<file path="config.mk">
export PLATFORM = sky130hd
export DESIGN_NAME = mm_timer8
export DESIGN_NICKNAME = d
export VERILOG_FILES = /design/src/rtl/mmt_pkg.sv /design/src/rtl/mmt_counter.sv /design/src/rtl/mmt_channel.sv /design/src/rtl/mmt_flags.sv /design/src/rtl/mm_timer8.sv
export SDC_FILE = /design/constraint.sdc
export NUM_CORES = 1
export LEC_CHECK = 0
export BUFFER_PORTS_ARGS = -buffer_cell sky130_fd_sc_hd__clkbuf_2
export CAP_MARGIN = 20
export CORE_ASPECT_RATIO = 1.2
export CORE_MARGIN = 3
export CORE_UTILIZATION = 45
export CTS_BUF_LIST = sky130_fd_sc_hd__clkbuf_4 sky130_fd_sc_hd__clkbuf_8
export DETAILED_ROUTE_END_ITERATION = 7
export GPL_TIMING_DRIVEN = 0
export PLACE_DENSITY = 0.63
export SKIP_LAST_GASP = 1
export SLEW_MARGIN = 20
export SYNTH_ARGS = -nofsm -noshare
export SYNTH_HDL_FRONTEND = slang
export SYNTH_SLANG_ARGS = --single-unit
</file>
<file path="constraint.sdc">
create_clock -name clk_i -period 2.8 [get_ports clk_i]
set_input_delay 0.56 -clock clk_i [delete_from_list [all_inputs] [get_ports clk_i]]
set_output_delay 0.56 -clock clk_i [all_outputs]
set_load 0.005 [all_outputs]
</file>
<file path="src/rtl/mmt_pkg.sv">
package mmt_pkg;
  typedef enum logic [1:0] {
    MODE_FREE = 2'd0,
    MODE_MOD  = 2'd1,
    MODE_DOWN = 2'd2,
    MODE_UPDN = 2'd3
  } mode_e;

  localparam int unsigned CTL_RUN_BIT  = 0;
  localparam int unsigned CTL_MODE_LSB = 1;
  localparam int unsigned CTL_CLR_BIT  = 3;

  localparam int unsigned ADDR_CNT     = 0;
  localparam int unsigned ADDR_CTL     = 1;
  localparam int unsigned ADDR_FLG     = 2;
  localparam int unsigned ADDR_CH_BASE = 3;  // per channel: ctl, then value
endpackage

</file>
<file path="src/rtl/mmt_counter.sv">
module mmt_counter
  import mmt_pkg::*;
#(
  parameter int unsigned W = 8
) (
  input  logic         clk_i,
  input  logic         rst_ni,
  input  logic         run_i,
  input  logic         clr_i,
  input  mode_e        mode_i,
  input  logic [W-1:0] top_i,
  output logic [W-1:0] cnt_o,
  output logic         ovf_evt_o,
  output logic         turn_evt_o
);
  localparam logic [W-1:0] MaxV = {W{1'b1}};
  localparam logic [W-1:0] OneV = W'(1);

  logic [W-1:0] cnt_q, cnt_d;
  logic         dn_q, dn_d;

  always_comb begin
    cnt_d = cnt_q;
    dn_d  = dn_q;
    if (clr_i) begin
      cnt_d = '0;
      dn_d  = 1'b0;
    end else if (run_i) begin
      case (mode_i)
        MODE_FREE: cnt_d = cnt_q + OneV;
        MODE_MOD:  cnt_d = (cnt_q >= top_i) ? '0 : cnt_q + OneV;
        MODE_DOWN: cnt_d = (cnt_q == '0) ? top_i : cnt_q - OneV;
        default: begin
          if (!dn_q) begin
            if (cnt_q >= top_i) begin
              dn_d  = 1'b1;
              cnt_d = (cnt_q == '0) ? '0 : cnt_q - OneV;
            end else begin
              cnt_d = cnt_q + OneV;
            end
          end else if (cnt_q == '0) begin
            dn_d  = 1'b0;
            cnt_d = (top_i == '0) ? '0 : OneV;
          end else begin
            cnt_d = cnt_q - OneV;
          end
        end
      endcase
    end
  end

  always_ff @(posedge clk_i or negedge rst_ni) begin
    if (!rst_ni) begin
      cnt_q <= '0;
      dn_q  <= 1'b0;
    end else begin
      cnt_q <= cnt_d;
      dn_q  <= dn_d;
    end
  end

  assign turn_evt_o = run_i && (mode_i == MODE_UPDN) && dn_q && (cnt_q == '0);

  always_comb begin
    ovf_evt_o = 1'b0;
    if (run_i) begin
      case (mode_i)
        MODE_FREE: ovf_evt_o = (cnt_q == MaxV);
        MODE_MOD:  ovf_evt_o = (cnt_q >= top_i);
        MODE_DOWN: ovf_evt_o = (cnt_q == '0);
        default:   ovf_evt_o = turn_evt_o;
      endcase
    end
  end

  assign cnt_o = cnt_q;
endmodule

</file>
<file path="src/rtl/mmt_channel.sv">
module mmt_channel #(
  parameter int unsigned W = 8
) (
  input  logic         clk_i,
  input  logic         rst_ni,
  input  logic         ctl_we_i,
  input  logic         val_we_i,
  input  logic [W-1:0] wdata_i,
  input  logic [W-1:0] cnt_i,
  input  logic         run_i,
  output logic [W-1:0] val_o,
  output logic         mask_o,
  output logic         hit_o
);
  logic [W-1:0] val_q;
  logic         mask_q;

  always_ff @(posedge clk_i or negedge rst_ni) begin
    if (!rst_ni) begin
      val_q  <= '0;
      mask_q <= 1'b0;
    end else begin
      if (ctl_we_i) mask_q <= wdata_i[0];
      if (val_we_i) val_q <= wdata_i;
    end
  end

  assign hit_o  = run_i && (cnt_i == val_q);
  assign val_o  = val_q;
  assign mask_o = mask_q;
endmodule

</file>
<file path="src/rtl/mmt_flags.sv">
module mmt_flags #(
  parameter int unsigned NF = 3
) (
  input  logic          clk_i,
  input  logic          rst_ni,
  input  logic [NF-1:0] set_i,
  input  logic          we_i,
  input  logic [NF-1:0] wdata_i,
  output logic [NF-1:0] flags_o
);
  logic [NF-1:0] flags_q, keep;

  // writing 0 clears, writing 1 keeps; a set event wins
  assign keep = we_i ? wdata_i : {NF{1'b1}};

  always_ff @(posedge clk_i or negedge rst_ni) begin
    if (!rst_ni) flags_q <= '0;
    else         flags_q <= (flags_q & keep) | set_i;
  end

  assign flags_o = flags_q;
endmodule

</file>
<file path="src/rtl/mm_timer8.sv">
module mm_timer8
  import mmt_pkg::*;
#(
  parameter  int unsigned W       = 8,
  parameter  int unsigned NUM_CH  = 2,
  localparam int unsigned NUM_REG = ADDR_CH_BASE + 2 * NUM_CH,
  localparam int unsigned ADDR_W  = $clog2(NUM_REG),
  localparam int unsigned NF      = NUM_CH + 1
) (
  input  logic              clk_i,
  input  logic              rst_ni,
  input  logic              wr_en_i,
  input  logic [ADDR_W-1:0] addr_i,
  input  logic [W-1:0]      wdata_i,
  output logic [W-1:0]      rdata_o,
  output logic [NUM_CH-1:0] dma_trig_o,
  output logic              irq_o
);
  logic              ctl_we, flg_we, clr;
  logic              run_q;
  mode_e             mode_q;
  logic [W-1:0]      cnt;
  logic              ovf_evt, turn_evt;
  logic [NUM_CH-1:0] hit, mask;
  logic [W-1:0]      val [NUM_CH];
  logic [NF-1:0]     flag_set, flags;

  assign ctl_we = wr_en_i && (addr_i == ADDR_W'(ADDR_CTL));
  assign flg_we = wr_en_i && (addr_i == ADDR_W'(ADDR_FLG));
  assign clr    = ctl_we && wdata_i[CTL_CLR_BIT];

  // a clear request leaves run and mode as they were
  always_ff @(posedge clk_i or negedge rst_ni) begin
    if (!rst_ni) begin
      run_q  <= 1'b0;
      mode_q <= MODE_FREE;
    end else if (ctl_we && !wdata_i[CTL_CLR_BIT]) begin
      run_q  <= wdata_i[CTL_RUN_BIT];
      mode_q <= mode_e'(wdata_i[CTL_MODE_LSB +: 2]);
    end
  end

  mmt_counter #(.W(W)) u_cnt (
    .clk_i      (clk_i),
    .rst_ni     (rst_ni),
    .run_i      (run_q),
    .clr_i      (clr),
    .mode_i     (mode_q),
    .top_i      (val[0]),
    .cnt_o      (cnt),
    .ovf_evt_o  (ovf_evt),
    .turn_evt_o (turn_evt)
  );

  for (genvar i = 0; i < NUM_CH; i++) begin : g_ch
    mmt_channel #(.W(W)) u_ch (
      .clk_i    (clk_i),
      .rst_ni   (rst_ni),
      .ctl_we_i (wr_en_i && (addr_i == ADDR_W'(ADDR_CH_BASE + 2 * i))),
      .val_we_i (wr_en_i && (addr_i == ADDR_W'(ADDR_CH_BASE + 2 * i + 1))),
      .wdata_i  (wdata_i),
      .cnt_i    (cnt),
      .run_i    (run_q),
      .val_o    (val[i]),
      .mask_o   (mask[i]),
      .hit_o    (hit[i])
    );
    if (i == 0) begin : g_ch0
      assign flag_set[i] = (mode_q == MODE_UPDN) ? turn_evt : hit[i];
    end else begin : g_chn
      assign flag_set[i] = hit[i];
    end
  end
  assign flag_set[NUM_CH] = ovf_evt;

  mmt_flags #(.NF(NF)) u_flg (
    .clk_i   (clk_i),
    .rst_ni  (rst_ni),
    .set_i   (flag_set),
    .we_i    (flg_we),
    .wdata_i (wdata_i[NF-1:0]),
    .flags_o (flags)
  );

  assign dma_trig_o = hit;
  assign irq_o      = |(flags[NUM_CH-1:0] & mask);

  always_comb begin
    rdata_o = '0;
    if (addr_i == ADDR_W'(ADDR_CNT)) rdata_o = cnt;
    if (addr_i == ADDR_W'(ADDR_CTL)) rdata_o = W'({mode_q, run_q});
    if (addr_i == ADDR_W'(ADDR_FLG)) rdata_o = W'(flags);
    for (int i = 0; i < NUM_CH; i++) begin
      if (addr_i == ADDR_W'(ADDR_CH_BASE + 2 * i))     rdata_o = W'(mask[i]);
      if (addr_i == ADDR_W'(ADDR_CH_BASE + 2 * i + 1)) rdata_o = val[i];
    end
  end
endmodule

</file>
Yosys cells after proc, flatten, opt, wreduce, memory -nomap -nowiden
Cells that the tools add are included.
{"block": "word_totals", "out_inout_bits": 11, "reg_bits": 33, "elab_cells": 77}
{"block": "op_classes", "add_sub_neg": 2, "order_cmp": 1, "n_eq_ne": 13, "muxes": 27, "bitwise": 3, "n_reduce_logical": 22}
{"cell": "$mux W8", "count": 15}
{"cell": "$pmux W8 S3", "count": 1}
{"cell": "$eq A8 B8 Y1", "count": 2}
{"cell": "$logic_not A8 Y1", "count": 2}
{"cell": "$logic_and A1 B1 Y1", "count": 13}
{"cell": "$eq A3 B3 Y1 const B", "count": 3}
{"cell": "$mux W1", "count": 9}
{"cell": "$add A8 B1 Y8 const B", "count": 1}
{"cell": "$eq A8 B8 Y1 const B", "count": 1}
{"cell": "$ge A8 B8 Y1", "count": 1}
{"cell": "$sub A8 B1 Y8 const B", "count": 1}
{"cell": "$eq A3 B2 Y1 const B", "count": 2}
{"cell": "$eq A2 B2 Y1 const B", "count": 2}
{"cell": "$and A3 B3 Y3", "count": 1}
{"cell": "$eq A3 B1 Y1 const B", "count": 1}
{"cell": "$logic_not A3 Y1", "count": 1}
{"cell": "$mux W3", "count": 1}
{"cell": "$or A3 B3 Y3", "count": 1}
{"cell": "$pmux W1 S3", "count": 1}
{"cell": "$reduce_or A3 Y1", "count": 1}
{"cell": "$and A2 B2 Y2", "count": 1}
{"cell": "$eq A2 B1 Y1 const B", "count": 1}
{"cell": "$logic_not A2 Y1", "count": 1}
{"cell": "$ne A2 B1 Y1 const B", "count": 1}
{"cell": "other kinds (4)", "count": 4}

Logic depth before layout (Yosys ltp)
{"block": "logic_depth", "depth_word": 8, "depth_mapped": 10}

Cells and area by module
From an unflattened synthesis, not the netlist that was laid out.
{"block": "unflattened", "cells_unflattened": 328, "hier_area_um2": 2984.1}
{"module": "mmt_counter", "cells_each": 195, "n_inst": 1, "area_each_um2": 1410.1}
{"module": "mmt_channel", "cells_each": 31, "n_inst": 2, "area_each_um2": 462.9}
{"module": "mm_timer8", "cells_each": 62, "n_inst": 1, "area_each_um2": 531.8}
{"module": "mmt_flags", "cells_each": 9, "n_inst": 1, "area_each_um2": 116.4}

Least setup slack after synthesis
OpenSTA, ideal clock, no wires.
{"block": "synth_path", "kind": "reg-to-reg", "startpoint": "register u_cnt.cnt_q[0] (netlist: u_cnt.cnt_o[0])", "endpoint": "register u_cnt.cnt_q[1] (netlist: u_cnt.cnt_o[1])", "path_slack_ns": 0.095, "arrival_ns": 2.575, "t_required_ns": 2.670, "stages_incl_launch_ff": 10, "n_path_buf": 1, "cell_sequence": "dfrtp_1 -> clkbuf_1 -> inv_1 -> ha_1 -> nand2b_1 -> a2111oi_2 -> o31a_1 -> or4b_2 -> o31ai_1 -> o31ai_1"}
{"block": "synth_via", "elab_chain_cells": 7}
{"element": "from (decl)", "line_no": "mmt_counter.sv:19", "source": "logic [W-1:0] cnt_q, cnt_d;"}
{"element": "from (signal assigned)", "line_no": "mmt_counter.sv:57", "source": "cnt_q <= cnt_d;"}
{"element": "$sub A8 B1 Y8 or $logic_not A8 Y1 (tied branches)"}
{"element": "$mux W8", "line_no": "mmt_counter.sv:37", "source": "cnt_d = (cnt_q == '0) ? '0 : cnt_q - OneV;"}
{"element": "$mux W8", "line_no": "mmt_counter.sv:35", "source": "if (cnt_q >= top_i) begin"}
{"element": "$mux W8", "line_no": "mmt_counter.sv:34", "source": "if (!dn_q) begin"}
{"element": "$pmux W8 S3 *", "line_no": "mmt_counter.sv:29", "source": "case (mode_i)"}
{"element": "$mux W8 *", "line_no": "mmt_counter.sv:28", "source": "end else if (run_i) begin"}
{"element": "$mux W8 *", "line_no": "mmt_counter.sv:25", "source": "if (clr_i) begin"}
Every way passes the cells marked *; elsewhere a longest branch is shown, timed or not. The select of a mux whose other input is x is not followed.
A chain may end at the register's enable or synchronous reset.

Worst setup path in the final report
Same ends and word-level chain as after synthesis.

==> results by group <==
Floorplan
  • Core area: 5440 sq um
  • # IOs: 25
  • Area of the die: roughly 6700 sq um
  • Num rows: 29
  • Die height: slightly below 90 um
  • Die width: 75.3 um
  • Initial Util: around 48%

Routing
  • DR pass1 iterations: 5
  • Antenna-violating nets left: 0
  • Avg Vias per Cell: 6.30
  • Final WL: approximately 7600 um
  • Detailed Route Iter0 Violations: 235
  • DRC: 0
  • Via count: 2,538
  • WL per Instance: 18.8 um

Run
  • Total of max-cap violations: 0

Placed design
  • DP Area: between 2000 and 3000 sq um
  • DP Worst Slack: -0.334 ns
  • Dpl cells: 392
  • Routability cong.: 0.904
  • Dpl hpwl: 5580 um
  • Number of port buffers: 23

STA
  • Relative slew slack: about 45%
  • Worst-Margin Slew: 0.831 ns
  • Endpoints failing setup: 0
  • RSZ-0062 raised after global routing: yes
  • Hold Slack: 0.356 ns
  • Setup Skew: 0.00549 ns
  • Pins over their slew limit: 0
  • Fin. Hold Viols: 0
  • F_max: 0.364 GHz
  • Tcrit/Tclk final: 98.0%
  • Min Tclk post-route: 2.74 ns
  • Worst setup margin: about 0.056 ns

Clock tree
  • Clock-pin slew on the worst setup and hold paths: 0.07 ns
  • Clock tree sinks: 33
  • CTS buffer count: 5
  • CTS tree: done
  • H-tree depth: 2
  • Clock latency on the worst-skew pair: 0.29 ns
  • CTS Hold Bufs: 0
  • Root Buffer: clkbuf_8
  • Max clock buf depth: 2

Hold path
  • Min-delay worst type: input port to async pin

Cells and area
  • Diode count: 0
  • Share of layout cells above drive strength 1: 20.8%
  • Nets@finish: 365
  • Core Util, Final: between 50 and 60%
  • Area grow syn2layout: 14.4%
  • Final Instance Area: 2970 sq um
  • Finished Layout Cells: 403

Yosys
  • Top-count cell post-synth: nand2_1
  • Most frequent cells after synthesis: nand2_1, dfrtp_1, o21ai_0, nor2_1, clkbuf_1
  • Yosys warns: 0
  • Syn avg cell area: 8.45 sq um
  • Async set-reset flop share out of synthesis: 100%
  • Cell taking the most area after synthesis: dfrtp_1
  • Syn_nets: 332
  • Top cells by area, synth: dfrtp_1, o21ai_0, ha_1
  • Fraction of the yosys area taken by sequential cells: about a third
  • Ys flop type: dfrtp_1
  • Post-synthesis sequential element count: 33
  • Mapped cell area: 2590 sq um
  • EDFF count, synth: 0
  • Post-synth top area share: 31.8%
  • Cells after synthesis: 307
  • Count of cell types in the netlist: 57

Critical path
  • R2R depth: 9
  • Critical Path AT: 2.91 ns
  • R2r endpoint: u_cnt.cnt_o[1]$_DFFE_PN0P_
  • CP Cell Sequence: buf_4 -> inv_1 -> ha_1 -> nand2b_1 -> a2111oi_4 -> o31a_1 -> or4b_2 -> o31ai_1 -> o31ai_1
  • Setup Crit Path Kind: flop to flop
  • Critical Path Start Type: flop
  • Critical Path Sink Type: flop
  • Worst r2r src: u_cnt.cnt_o[0]$_DFFE_PN0P_
  • Critical Path RT: 2.96 ns
  • Most used cell along the critical path: o31ai_1
  • CP max FO: 10
  • Slowest cell on crit path: or4b_2
  • Reg-to-reg setup timing slack: 0.06 ns
  • CP max stage delay: 0.60 ns

Global route
  • Pin count of the biggest net entering global routing: 34
  • Tot GR Track Use: 23.8%
  • First-pass GRT wire length: around 12,000 um
  • Initial antenna violation count: 0
  • Total gr overflow: 0
  • Vias in the first global route: 2,340

Status
  • Status: finished clean

Pwr
  • Power per cell area: 955 nW/um^2
  • Worst IR drop on VDD: around 0.36 mV
  • Leak: 1.20 nW
[flip-flops by register name, summed over array words and instances (netlist names)]
register,flops
g_ch.u_ch.mask_o,2
g_ch.u_ch.val_o,16
mode_q,2
run_q,1
u_cnt.cnt_o,8
u_cnt.dn_q,1
u_flg.flags_o,3
[through the flow]
stage	power [W]	TNS (ns)
after floorplan	0.00184	0
after global placement	0.00222	-1.61
after detailed placement	0.00224	-1.61
after CTS	0.00275	0
after global routing	0.00303	-0.0831
final	0.00283	0
[metal layers]
layer  vias up  routed length (um)  GRT usage [%]
li1       1189                   -              -
met5         -                   0              0
met1      1228                3350           32.1
met4         0                 196           9.70
met2       102                3620           37.8
met3        19                 393           3.60
[cell usage in the layout (no fill, tap or decap), types with 4 or more instances in the layout]
master    netlist  routed
nand2_1        35      35
dfrtp_1        33      33
o21ai_0        28      28
clkbuf_2        0      25
nor2_1         20      20
clkbuf_1       18      16
a21oi_1        16      15
inv_1          13      13
nand3_1        11      11
mux2_2         11      11
ha_1           11      11
xnor2_1        10      10
a22oi_1         8       8
buf_4           2       6
clkbuf_8        0       6
nand4_1         5       5
nand2b_1        5       5
nor2b_1         5       5
nor3_1          4       4
o22ai_1         4       4
o31ai_1         4       4
a221oi_1        5       4
nor4_1          5       4
[critical path, delay by kind of cell, from the launching register on]
kind / cells / cell delay (ns)
adder cells (fa/ha/maj): 1 / 0.32
flip-flops: 1 / 0.38
AND/OR/NAND/NOR: 2 / 0.78
buffers and inverters: 2 / 0.31
AO/OA/AOI/OAI: 4 / 0.82
[power by group]
group          switching [W]  total [W]  internal, W
combinational       0.000911    0.00157     0.000656
clock               0.000182   0.000482     0.000300
sequential          0.000160   0.000786     0.000626
[layout make-up]
class,count,area (sq um)
timing repair buffer,26,138
sequential,33,826
inverter,13,48.8
fill,520,2470
clock inverter,1,30.0
clock buffer,7,90.1
tap,62,77.6
multi-input combinational,235,1620
buffer,26,136
[cell families (layout without fill, tap and decap cells)]
logic type | Yosys count | after routing | share of synthesized area, %
DFF | 33 | 33 | 31.8
AOI/OAI and AO/OA | 89 | 89 | 23.0
adders and majority gates | 11 | 11 | 5.30
xor gates and xnor gates | 13 | 13 | 4.39
buffers and inverters | 39 | 73 | 6.89
muxes | 14 | 14 | 6.41
and+or+nand+nor | 108 | 108 | 22.2
[timing repair]
action,CTS,global route
setup buffers,0,3
pin swaps,1,2
gates resized for setup,2,10
setup endpoints to repair,8,7
[how the worst max path moves through the flow]
| stage | startpoint | to | slack (ns) | cells after the start |
|---|---|---|---|---|
| 6_report | u_cnt.cnt_o[0]$_DFFE_PN0P_ | u_cnt.cnt_o[1]$_DFFE_PN0P_ | 0.06 | 9 |
| 5_1_grt | u_cnt.cnt_o[0]$_DFFE_PN0P_ | u_cnt.cnt_o[1]$_DFFE_PN0P_ | -0.08 | 9 |
| 4_1_cts | u_cnt.cnt_o[0]$_DFFE_PN0P_ | u_cnt.cnt_o[1]$_DFFE_PN0P_ | 0.007 | 9 |
| 3_5_place_dp | u_cnt.cnt_o[0]$_DFFE_PN0P_ | u_cnt.cnt_o[1]$_DFFE_PN0P_ | -0.33 | 9 |
| 3_3_place_gp | u_cnt.cnt_o[0]$_DFFE_PN0P_ | u_cnt.cnt_o[1]$_DFFE_PN0P_ | -0.35 | 9 |
| 2_1_floorplan | u_cnt.cnt_o[0]$_DFFE_PN0P_ | u_cnt.cnt_o[1]$_DFFE_PN0P_ | 0.1 | 9 |
(Power assumes the default switching activity.)
